### src/rtl/sr_gate_timer.sv
module sr_gate_timer #(
  parameter int CW       = 11,
  parameter int ON_DLY   = 35,
  parameter int BLANK    = 30,
  parameter int T_MAX    = 1050,
  parameter int DW_WIN   = 13,
  parameter int SH_DT    = 125,
  parameter int SH_RNG   = 120,
  parameter int SH_FB    = 140,
  parameter int RNG_WIN  = 35,
  parameter int RNG_HOLD = 15,
  parameter int INH_LF   = 210,
  parameter int INH_HF   = 145
) (
  input  logic          clk,
  input  logic          rst_n,
  input  logic          en,
  input  logic          low_det,
  input  logic          hf_sel,
  input  logic          fb_shrink,
  input  logic [CW-1:0] dead_cyc,
  output logic          gate
);

  localparam int SW = CW + 4;
  localparam logic [CW-1:0] CMAX = {CW{1'b1}};

  logic [CW-1:0] low_cnt, hi_cnt, meas, prev_on, on_cnt, on_tgt, inh_cnt, dw_cnt;
  logic          meas_vld, g_q, dt_sh, rg_sh, rg_arm;
  logic signed [SW-1:0] raw;
  logic [SW-1:0] grow, lenv;

  wire fall = !low_det && (low_cnt != '0);
  wire ton  = low_det && (low_cnt == CW'(ON_DLY - 1));
  wire ring_hit = rg_arm && !low_det && (hi_cnt >= CW'(RNG_HOLD));

  always_comb begin
    raw  = SW'(meas) - SW'(dead_cyc) - SW'(ON_DLY)
         - (dt_sh ? SW'(SH_DT) : SW'(0))
         - (rg_sh ? SW'(SH_RNG) : SW'(0))
         - (fb_shrink ? SW'(SH_FB) : SW'(0));
    grow = (SW'(prev_on) * SW'(7)) / SW'(5);
    lenv = $unsigned(raw);
    if (prev_on != '0 && lenv > grow) lenv = grow;
    if (lenv > SW'(T_MAX)) lenv = SW'(T_MAX);
  end

  wire len_ok   = !raw[SW-1] && (raw != '0);
  wire off      = g_q && (!en || on_cnt >= on_tgt || (!low_det && on_cnt >= CW'(BLANK)));
  wire flag_off = off && en && (on_cnt < on_tgt);
  wire start    = !g_q && ton && en && meas_vld && (inh_cnt == '0) && len_ok;

  assign gate = g_q & en;

  always_ff @(posedge clk or negedge rst_n) begin
    if (!rst_n) begin
      low_cnt <= '0; hi_cnt <= '0; meas <= '0; meas_vld <= 1'b0;
      prev_on <= '0; on_cnt <= '0; on_tgt <= '0; inh_cnt <= '0; dw_cnt <= '0;
      g_q <= 1'b0; dt_sh <= 1'b0; rg_sh <= 1'b0; rg_arm <= 1'b0;
    end else begin
      low_cnt <= low_det  ? ((low_cnt == CMAX) ? low_cnt : low_cnt + CW'(1)) : '0;
      hi_cnt  <= !low_det ? ((hi_cnt  == CMAX) ? hi_cnt  : hi_cnt  + CW'(1)) : '0;

      if (fall && low_cnt >= CW'(ON_DLY)) begin
        meas     <= low_cnt;
        meas_vld <= 1'b1;
      end

      if (off) g_q <= 1'b0;
      else if (start) g_q <= 1'b1;

      if (start) begin
        on_cnt <= CW'(1);
        on_tgt <= CW'(lenv);
      end else if (g_q && !off) begin
        on_cnt <= on_cnt + CW'(1);
      end

      if (off) prev_on <= on_cnt;

      if (off) inh_cnt <= hf_sel ? CW'(INH_HF) : CW'(INH_LF);
      else if (inh_cnt != '0) inh_cnt <= inh_cnt - CW'(1);

      if (flag_off) dt_sh <= 1'b1;
      else if (dw_cnt != '0 && !low_det) dt_sh <= 1'b1;
      else if (ton) dt_sh <= 1'b0;

      if (off && !flag_off) dw_cnt <= CW'(DW_WIN);
      else if (dw_cnt != '0) dw_cnt <= low_det ? dw_cnt - CW'(1) : '0;

      if (ring_hit) rg_sh <= 1'b1;
      else if (ton) rg_sh <= 1'b0;

      if (fall && low_cnt < CW'(RNG_WIN)) rg_arm <= 1'b1;
      else if (low_det || ring_hit) rg_arm <= 1'b0;
    end
  end

  AST_EN_RELEASE: assert property (@(posedge clk) disable iff (!rst_n) !en |=> !g_q);
  AST_MAX_ON: assert property (@(posedge clk) disable iff (!rst_n) g_q |-> on_cnt <= CW'(T_MAX));
  AST_INHIBIT_DONE: assert property (@(posedge clk) disable iff (!rst_n) $rose(g_q) |-> $past(inh_cnt) == '0);
  AST_NEEDS_MEAS: assert property (@(posedge clk) disable iff (!rst_n) !meas_vld |-> !g_q);
  AST_GROWTH: assert property (@(posedge clk) disable iff (!rst_n) ($rose(g_q) && prev_on != '0) |-> SW'(on_tgt) * SW'(5) <= SW'(prev_on) * SW'(7));
  AST_BLANK_HOLD: assert property (@(posedge clk) disable iff (!rst_n) (g_q && en && on_cnt < CW'(BLANK) && on_cnt < on_tgt) |=> g_q);
  AST_RISE_ALIGN: assert property (@(posedge clk) disable iff (!rst_n) $rose(g_q) |-> $past(low_cnt) == CW'(ON_DLY - 1));

endmodule

### config.mk
export PLATFORM = sky130hd
export DESIGN_NAME = sr_gate_timer
export DESIGN_NICKNAME = d
export VERILOG_FILES = /design/src/rtl/sr_gate_timer.sv
export SDC_FILE = /design/constraint.sdc
export NUM_CORES = 1
export LEC_CHECK = 0
export ABC_AREA = 1
export BUFFER_PORTS_ARGS = -buffer_cell sky130_fd_sc_hd__buf_2
export CAP_MARGIN = 20
export CELL_PAD_IN_SITES_DETAIL_PLACEMENT = 1
export CELL_PAD_IN_SITES_GLOBAL_PLACEMENT = 1
export CORE_MARGIN = 2
export CORE_UTILIZATION = 48
export DETAILED_ROUTE_END_ITERATION = 12
export PLACE_DENSITY = 0.82
export SYNTH_ARGS = -nofsm -noshare
export SYNTH_HDL_FRONTEND = slang
export SYNTH_SLANG_ARGS = --single-unit
### constraint.sdc
create_clock -name clk -period 9.1 [get_ports clk]
set_input_delay 1.365 -clock clk [delete_from_list [all_inputs] [get_ports clk]]
set_output_delay 1.365 -clock clk [all_outputs]
set_load 0.01 [all_outputs]
== Word-level counts from Yosys, hierarchy flattened ==
Index checks and enable logic that the tools add are counted.
Operators by class
  add/sub/neg operators: 10
  multiply operators: 1
  divide/modulo/power cells: 1
  order comparisons: 8
  eq/ne operators: 5
  multiplexer cells: 25
  bitwise operators: 1
  reduce and logical (&&, ||, !) cells: 42
Operators with widths (number)
  two-way mux 11 bit: 12
  nonzero test 11 bit: 4
  adder 11 x 1 -> 11 bit, second input constant: 3
  equality test 11 bit, second input constant: 2
  subtractor 11 x 1 -> 11 bit, second input constant: 2
  two-way mux 7 bit: 3
  logical AND 1 bit: 20
  divider 14 x 3 -> 15 bit, second input constant: 1
  greater-than comparator 15 x 11 -> 1 bit, second input constant: 1
  greater-than comparator 15 bit: 1
  two-way mux 15 bit: 1
  nonzero test 15 bit: 1
  subtractor 14 x 8 -> 15 bit: 1
  subtractor 15 x 8 -> 15 bit: 1
  multiplier 11 x 3 -> 14 bit, second input constant: 1
  subtractor 13 x 8 -> 14 bit: 1
  subtractor 12 x 7 -> 13 bit, second input constant: 1
  nonzero test 2 bit: 6
  subtractor 11 x 11 -> 12 bit: 1
  equality test 11 x 6 -> 1 bit, second input constant: 1
  greater-or-equal comparator 11 bit: 1
  greater-or-equal comparator 11 x 4 -> 1 bit, second input constant: 1
  greater-or-equal comparator 11 x 5 -> 1 bit, second input constant: 1
  greater-or-equal comparator 11 x 6 -> 1 bit, second input constant: 1
  other kinds (10): 25
Word-level totals
  register bits after elaboration: 93
  bits of input ports: 17
  output and inout port bits: 1
  logic and storage cells: 106

== Logic depth before layout (Yosys ltp) ==
Gate-level depths: netlist (run 1).
  depth after elaboration: 10
  gate-level depth with buffers: 88
  mapped depth without buffers: 87

== Worst setup path before layout (run 1) ==
Ideal clock, no wire load.
  path kind: register to register
  start: reg prev_on[0]
  end: reg on_tgt[10]
  setup time: 0.123 ns
  arrival time: 7.883 ns
  required time: 8.977 ns
  setup slack: 1.094 ns
  stages on the path, launching flop included: 74
  buffers on the path: 0
  period minus slack after synthesis: 8.006 ns
  cell sequence: dfrtp_1 -> fa_1 -> ha_1 -> inv_1 -> fa_1 -> nor2_1 -> nor2_2 -> o21ai_2 -> a21oi_1 -> nand2_1 -> nand2_4 -> nand2_2 -> nand2_2 -> nand2_4 -> nand2_4 -> nand3_2 -> nand3_4 -> nand2_2 -> [38 not listed] -> a221oi_1 -> nor3_1 -> a2111oi_0 -> o21ai_0 -> a21oi_1 -> o21ai_0 -> nand2_1 -> inv_1 -> or2_2 -> o21ai_0 -> nand4_1 -> nor2_1 -> and3_1 -> nand3_1 -> nor2_1 -> nand3_2 -> nand2_4 -> a21oi_1
Between the ends
  cells in the longest elaborated chain, start to end: 7
  elaborated cells on any way between the ends: 8
  those cells by class: 1 x mul; 1 x div; 2 x order compare; 2 x mux; 2 x reduce/logical
Ends and longest elaborated chain
  start, declared: line 28  | logic [CW-1:0] low_cnt, hi_cnt, meas, prev_on, on_cnt, on_tgt, inh_cnt, dw_cnt;
  start signal, assigned: line 79  | if (off) prev_on <= on_cnt;
  multiplier 11 x 3 -> 14 bit: line 42  | grow = (SW'(prev_on) * SW'(7)) / SW'(5);
  divider 14 x 3 -> 15 bit: line 42
  greater-than comparator 15 bit: line 44  | if (prev_on != '0 && lenv > grow) lenv = grow;
  logical AND 1 bit: line 44
  two-way mux 15 bit (*): line 44
  greater-than comparator 15 x 11 -> 1 bit: line 45  | if (lenv > SW'(T_MAX)) lenv = SW'(T_MAX);
  two-way mux 11 bit (*): line 45
  end signal, assigned: line 74  | on_tgt <= CW'(lenv);
  end, declared: line 28
Every way passes the cells marked *; elsewhere a longest branch is shown, timed or not.
A chain may end at the register's enable or synchronous reset.

== Worst setup path in the final report (run 1) ==
  start: reg prev_on[1]
  end: reg on_tgt[4]
The elaborated chain is that of the path after synthesis.

==> qor.yml, run 1 <==
cp-end-kind: "register"
worst_hold_slack_ns: 0.465
clock_latency_ns: 0.35
synthCells: 1128
run_status: "finished, final reports clean"
r2r_slack_ns: 0.11
dieArea_um2: 18200
cp_data_arrival_time_ns: 9.22
async_reset_ff_frac: 1.00
rsz0062_at_grt: "yes"
routabilityCongestion: 0.846
cp.required_ns: 9.33
final_core_util: 0.575
rows: 47
cap_violations: 0
hold_violations: 0
hold_class: "reg2reg"
ys_seq_elements: 93
ys_warn_count: 0
slowest_delay_ns: 0.60
cp_common_cell: "nand2_4"
grt_pass1_vias: 7905
dr.pass1.iters: 4
root_buffer: "clkbuf_16"
io_buffer_count: 17
ys.flop_type: "dfrtp_1"
vias_per_cell: 5.41
grt_pass1_wl_mm: 37.2
clk_pin_slew_worst_paths_ns: 0.08
area_delta_synth_final_pct: 16.7
cts_tree: "yes"
post-route-min-period_ns: 8.99
p_leak_nw: 4.99
fin_nets: 1297
num_vias: 7602
clock_skew_ns: 0.0119
grt_max_degree: 57
tightest_slew_ns: 0.854
drive_above_1_share: 0.207
drcViolationCount: 0
vdd_drop_max_v: 0.000120
finalCritPeriodShare: 0.988
antenna_found_initial: 0
timing.fmax_mhz: 111
syn_nets: 1245
hpwl_mm: 16.8
seq_area_frac_synth: 0.283
powerDensity_nw_per_um2: 129
overflow: 0
synth.avg_cell_area_um2: 7.30
synth_top_area_frac: 0.283
tns_ns: 0
synth_cell_types: 58
coreArea_um2: 16700
maxSlewHeadroom: 0.427
clkSinkCount: 93
cts_hold_buf: 0
drt_iter0_drc: 276
wirelength_mm: 23.8
cts_max_path_buffers: 2
maxSlewViolCount: 0
diodes: 0
synth_area_um2: 8240
htree_levels: 3
track_usage: 0.250
avgRoutedWirePerCell_um: 16.9
final-setup-viol-count: 0
worst-path-max-fanout: 6
worstSetupPathType: "reg2reg"
synth_area_leaders: "dfrtp_1, ha_1, nand2_1, inv_1, fa_1"
die_w_um: 135
worstSetupStartpointType: "register"
total_power_mw: 1.24
start_util: 0.493
synth_area_leader_cell: "dfrtp_1"
cts_buffers: 9
io_pins: 18
synth-edff-count: 0
die_y_um: 135
antenna_left: 0
slowest_stage: "fa_1"
[timing repair]
item / in CTS / in global routing
buffers inserted: 4 / 28
pin swaps: 7 / 70
cloned: 0 / 1
endpoints found under the setup margin: 11 / 11
resized for setup: 20 / 118
[flip-flops by register name (all words and copies together) (netlist names)]
| signal | cells |
|---|---|
| rg_sh | 1 |
| meas | 11 |
| g_q | 1 |
| rg_arm | 1 |
| meas_vld | 1 |
| dt_sh | 1 |
| prev_on | 11 |
| low_cnt | 11 |
| inh_cnt | 11 |
| dw_cnt | 11 |
| hi_cnt | 11 |
| on_tgt | 11 |
| on_cnt | 11 |
[worst max-delay path, delay by kind of cell (launching register included)]
kind                       cells  cell delay, ns
and+or+nand+nor               48            4.83
adders and majority gates      4            1.47
AOI/OAI and AO/OA             10            1.40
buffers and inverters          9            0.70
DFF                            1            0.45
[layout make-up]
type / instances / area, um^2
fill: 2150 / 7090
multi-input combinational: 800 / 5510
sequential: 93 / 2340
inverter: 222 / 836
timing repair buffer: 54 / 369
tap: 220 / 275
clock buffer: 9 / 225
clock inverter: 7 / 57.6
[power breakdown]
part | switching [mW] | internal (mW)
Combinational | 0.260 | 0.154
Clock | 0.180 | 0.190
Sequential | 0.0171 | 0.435
[cells by family after synthesis]
| logic type | Yosys count | synth area share |
|---|---|---|
| AND/OR/NAND/NOR | 505 | 0.287 |
| buffers and inverters | 236 | 0.111 |
| AO/OA/AOI/OAI | 157 | 0.112 |
| adder cells (fa/ha/maj) | 100 | 0.168 |
| flip-flops | 93 | 0.283 |
| XOR/XNOR | 36 | 0.0383 |
| multiplexers | 1 | 0.00137 |
[path summary, 6_finish.rpt]
path / cells after the start / startpoint / endpoint
worst max-delay path: 71 / prev_on[1] / on_tgt[4]
worst min-delay path: 2 / meas_vld / meas_vld
worst max register to register: 71 / prev_on[1] / on_tgt[4]
worst min register to register: 2 / meas_vld / meas_vld
max in group asynchronous: 2 / rst_n / low_cnt[3]
min in group asynchronous: 1 / rst_n / prev_on[7]
[synth_stat cells (3+ instances only)]
library cell / instances
nand3_1: 66
nor2_1: 96
inv_2: 10
o21bai_1: 6
o311ai_0: 3
nand2_2: 36
ha_1: 82
a221oi_1: 3
xor2_1: 29
inv_1: 209
xnor2_1: 7
o21ai_0: 52
o21ai_1: 4
and2_1: 3
dfrtp_1: 93
a211oi_1: 7
a21oi_1: 56
nand2_4: 6
or2_2: 7
nor3_1: 23
nand2_1: 218
nor4_1: 9
nand4_1: 19
fa_1: 18
nand3_2: 13
clkbuf_1: 9
[layout by cell type, fill, tap and decap left out, types with 9 or more instances in the layout]
| cell type | Yosys | layout |
|---|---|---|
| a21oi_1 | 56 | 47 |
| a21oi_2 | 2 | 10 |
| buf_2 | 1 | 16 |
| buf_4 | 2 | 37 |
| clkbuf_16 | 0 | 9 |
| dfrtp_1 | 93 | 85 |
| fa_1 | 18 | 16 |
| ha_1 | 82 | 72 |
| ha_4 | 0 | 9 |
| inv_1 | 209 | 195 |
| inv_2 | 10 | 24 |
| nand2_1 | 218 | 191 |
| nand2_2 | 36 | 44 |
| nand2_4 | 6 | 26 |
| nand3_1 | 66 | 59 |
| nand3_2 | 13 | 10 |
| nand3_4 | 1 | 11 |
| nand4_1 | 19 | 19 |
| nor2_1 | 96 | 92 |
| nor3_1 | 23 | 22 |
| nor4_1 | 9 | 9 |
| o21ai_0 | 52 | 45 |
| xor2_1 | 29 | 29 |
[through the flow]
| step | setup WS [ns] | instances | cell area [um^2] |
|---|---|---|---|
| 5_1_grt | -0.490 | 1405 | 9610 |
| 2_1_floorplan | 1.09 | 1128 | 8240 |
| 4_1_cts | 0.0275 | 1376 | 8950 |
| 3_5_place_dp | -0.301 | 1356 | 8560 |
| 6_report | 0.108 | 1405 | 9610 |
| 3_3_place_gp | 0.157 | 1356 | 8560 |
[per-layer routing]
metal | global-route usage | part of all wire | vias up
li1 | - | - | 3728
met1 | 0.306 | 0.44 | 3773
met2 | 0.469 | 0.52 | 65
met3 | 0.0274 | 0.017 | 36
met4 | 0.0590 | 0.021 | 0
met5 | 0 | 0 | -
(Power assumes the default switching activity.)
==> inputs of run 2 (changes only) <==
--- a/config.mk
+++ b/config.mk
@@ -11,9 +11,9 @@
 export CELL_PAD_IN_SITES_DETAIL_PLACEMENT = 1
 export CELL_PAD_IN_SITES_GLOBAL_PLACEMENT = 1
 export CORE_MARGIN = 2
-export CORE_UTILIZATION = 48
+export CORE_UTILIZATION = 35
 export DETAILED_ROUTE_END_ITERATION = 12
-export PLACE_DENSITY = 0.82
+export PLACE_DENSITY = 0.63
 export SYNTH_ARGS = -nofsm -noshare
 export SYNTH_HDL_FRONTEND = slang
 export SYNTH_SLANG_ARGS = --single-unit
==> run 2 against run 1 <==
Clock skew is 0.0020 ns lower. Flip-flop and latch count stayed put. Register-to-register slack better by 0.15 ns. Cell count is 7.2% higher. Critical path depth is 6 higher. Design area is 2.9% higher. First-iteration DRC count is 18% lower. Global-route usage is 7.0 points lower. Critical path type unchanged. Clock-buffer cell count is 1 higher. Sequential share of layout area is 0.70 points lower. Highest routed layer unchanged. Maximum frequency is 1.7% higher.
==> qor.yml, run 2 (synthesized netlist as in run 1, its figures left out) <==
clkSinkCount: 93
cp-endpoint: "on_tgt[2]"
grt_pass1_vias: 7576
internal-power_uw: 822
p_leak_nw: 5.02
post-route-min-period_ns: 8.84
die_w_um: 157
io_buffer_count: 17
timing.rr.end: "on_tgt[2]"
hold_class: "reg2reg"
place_area_um2: 8670
slowest_delay_ns: 0.60
critPathLaunch: "prev_on[2]"
drcViolationCount: 0
worstSetupPathType: "reg2reg"
vias_per_cell: 4.88
hold_violations: 0
p_sw_frac: 0.348
antenna_found_initial: 0
clk_pin_slew_worst_paths_ns: 0.07
final_cell_mix: "inv_1, nand2_1, nor2_1"
share_clk_of_total_power: 0.323
cts_hold_buf: 0
cts_max_path_buffers: 2
power.combinational.fraction: 0.318
n_fill_cell: 2930
diodes: 0
io_pins: 18
finalCritPeriodShare: 0.971
tns_ns: 0
worst-path-stages: 77
cts_buffers: 9
htree_levels: 3
dieArea_um2: 24800
vdd_drop_max_v: 0.0000959
hpwl_mm: 16.9
maxSlewViolCount: 0
clock_skew_ns: 0.00987
rsz0062_at_grt: "yes"
final_common_cell: "inv_1"
drt_iter0_drc: 226
fin_nets: 1300
switchingPower_uw: 440
drive_above_1_share: 0.212
start_util: 0.354
cap_violations: 0
overflow: 0
final-setup-viol-count: 0
cp_data_arrival_time_ns: 9.12
cts_tree: "yes"
wirelength_mm: 22.3
num_vias: 7355
tightest_slew_ns: 0.788
worstSetupStartpointType: "register"
cp_top_family: "simple AND/OR/NAND/NOR gates"
clock_latency_ns: 0.35
grt_pass1_wl_mm: 36.0
seq_power_share: 0.359
avgRoutedWirePerCell_um: 14.8
rows: 56
powerDensity_nw_per_um2: 128
critPathBufInv: 9
track_usage: 0.180
cp_common_cell: "nand2_4"
min-delay-start: "meas_vld"
root_buffer: "clkbuf_16"
cp.required_ns: 9.39
r2r_cells: 77
antenna_left: 0
routabilityCongestion: 0.805
timing.fmax_mhz: 113
coreArea_um2: 23300
final_cell_area_um2: 9890
area_delta_synth_final_pct: 20.1
dr.pass1.iters: 4
r2r_slack_ns: 0.26
die_y_um: 157
cp-end-kind: "register"
slowest_stage: "fa_1"
run_status: "finished, final reports clean"
grt_max_degree: 60
maxSlewHeadroom: 0.471
worstReg2RegStart: "prev_on[2]"
worst-path-max-fanout: 5
==> run 2: tightest hold or removal path, delay by kind of cell, from the launching register on <==
family,cells,cell delay (ns)
flops,1,0.32
simple gates,1,0.06
buf+inv,1,0.05
==> run 2: through the flow <==
stage,std cells,worst slack (ns),hold WS (ns),total power [mW],util
5_1_grt,1506,-0.288,0.478,1.36,0.425
3_3_place_gp,1453,0.0854,0.434,0.842,0.373
4_1_cts,1473,0.00865,0.462,1.27,0.391
6_report,1506,0.262,0.458,1.26,0.425
2_1_floorplan,1128,1.09,0.423,0.737,-
3_5_place_dp,1453,-0.134,0.446,0.848,0.373
==> run 2: layout make-up <==
class	instances	area [um^2]	share of cell area
clock buffer	10	229	0.0231
clock inverter	5	83.8	0.00847
timing repair buffer	57	403	0.0407
sequential	93	2340	0.236
tap	319	399	0.0403
inverter	222	838	0.0847
multi-input combinational	800	5600	0.566
==> run 2: power groups by stage <==
stage	sequential [mW]	clock (mW)	combinational [mW]
global route	0.456	0.436	0.466
floorplan	0.456	0	0.281
CTS	0.453	0.421	0.392
detailed placement	0.461	0	0.387
global placement	0.460	0	0.382
finish	0.453	0.408	0.401
==> run 2: worst min path at each step <==
stage,end,slack [ns],cells after the start
final,meas_vld,0.46,2
after global routing,meas_vld,0.48,2
after CTS,meas_vld,0.46,2
after detailed placement,meas_vld,0.45,2
after global placement,meas_vld,0.43,2
after floorplan,meas_vld,0.42,2
==> run 2: repair_timing <==
action | CTS | global route
resized for setup | 17 | 142
gates cloned | 0 | 1
endpoints found under the setup margin | 9 | 11
setup buffers | 5 | 32
endpoints found under the hold margin | 0 | 0
pin swaps | 6 | 51
==> run 2: layer usage <==
metal	global-route usage	wire length, um
met1	0.230	10200
met4	0.0446	380
met2	0.320	11300
met3	0.0231	326
met5	0	0
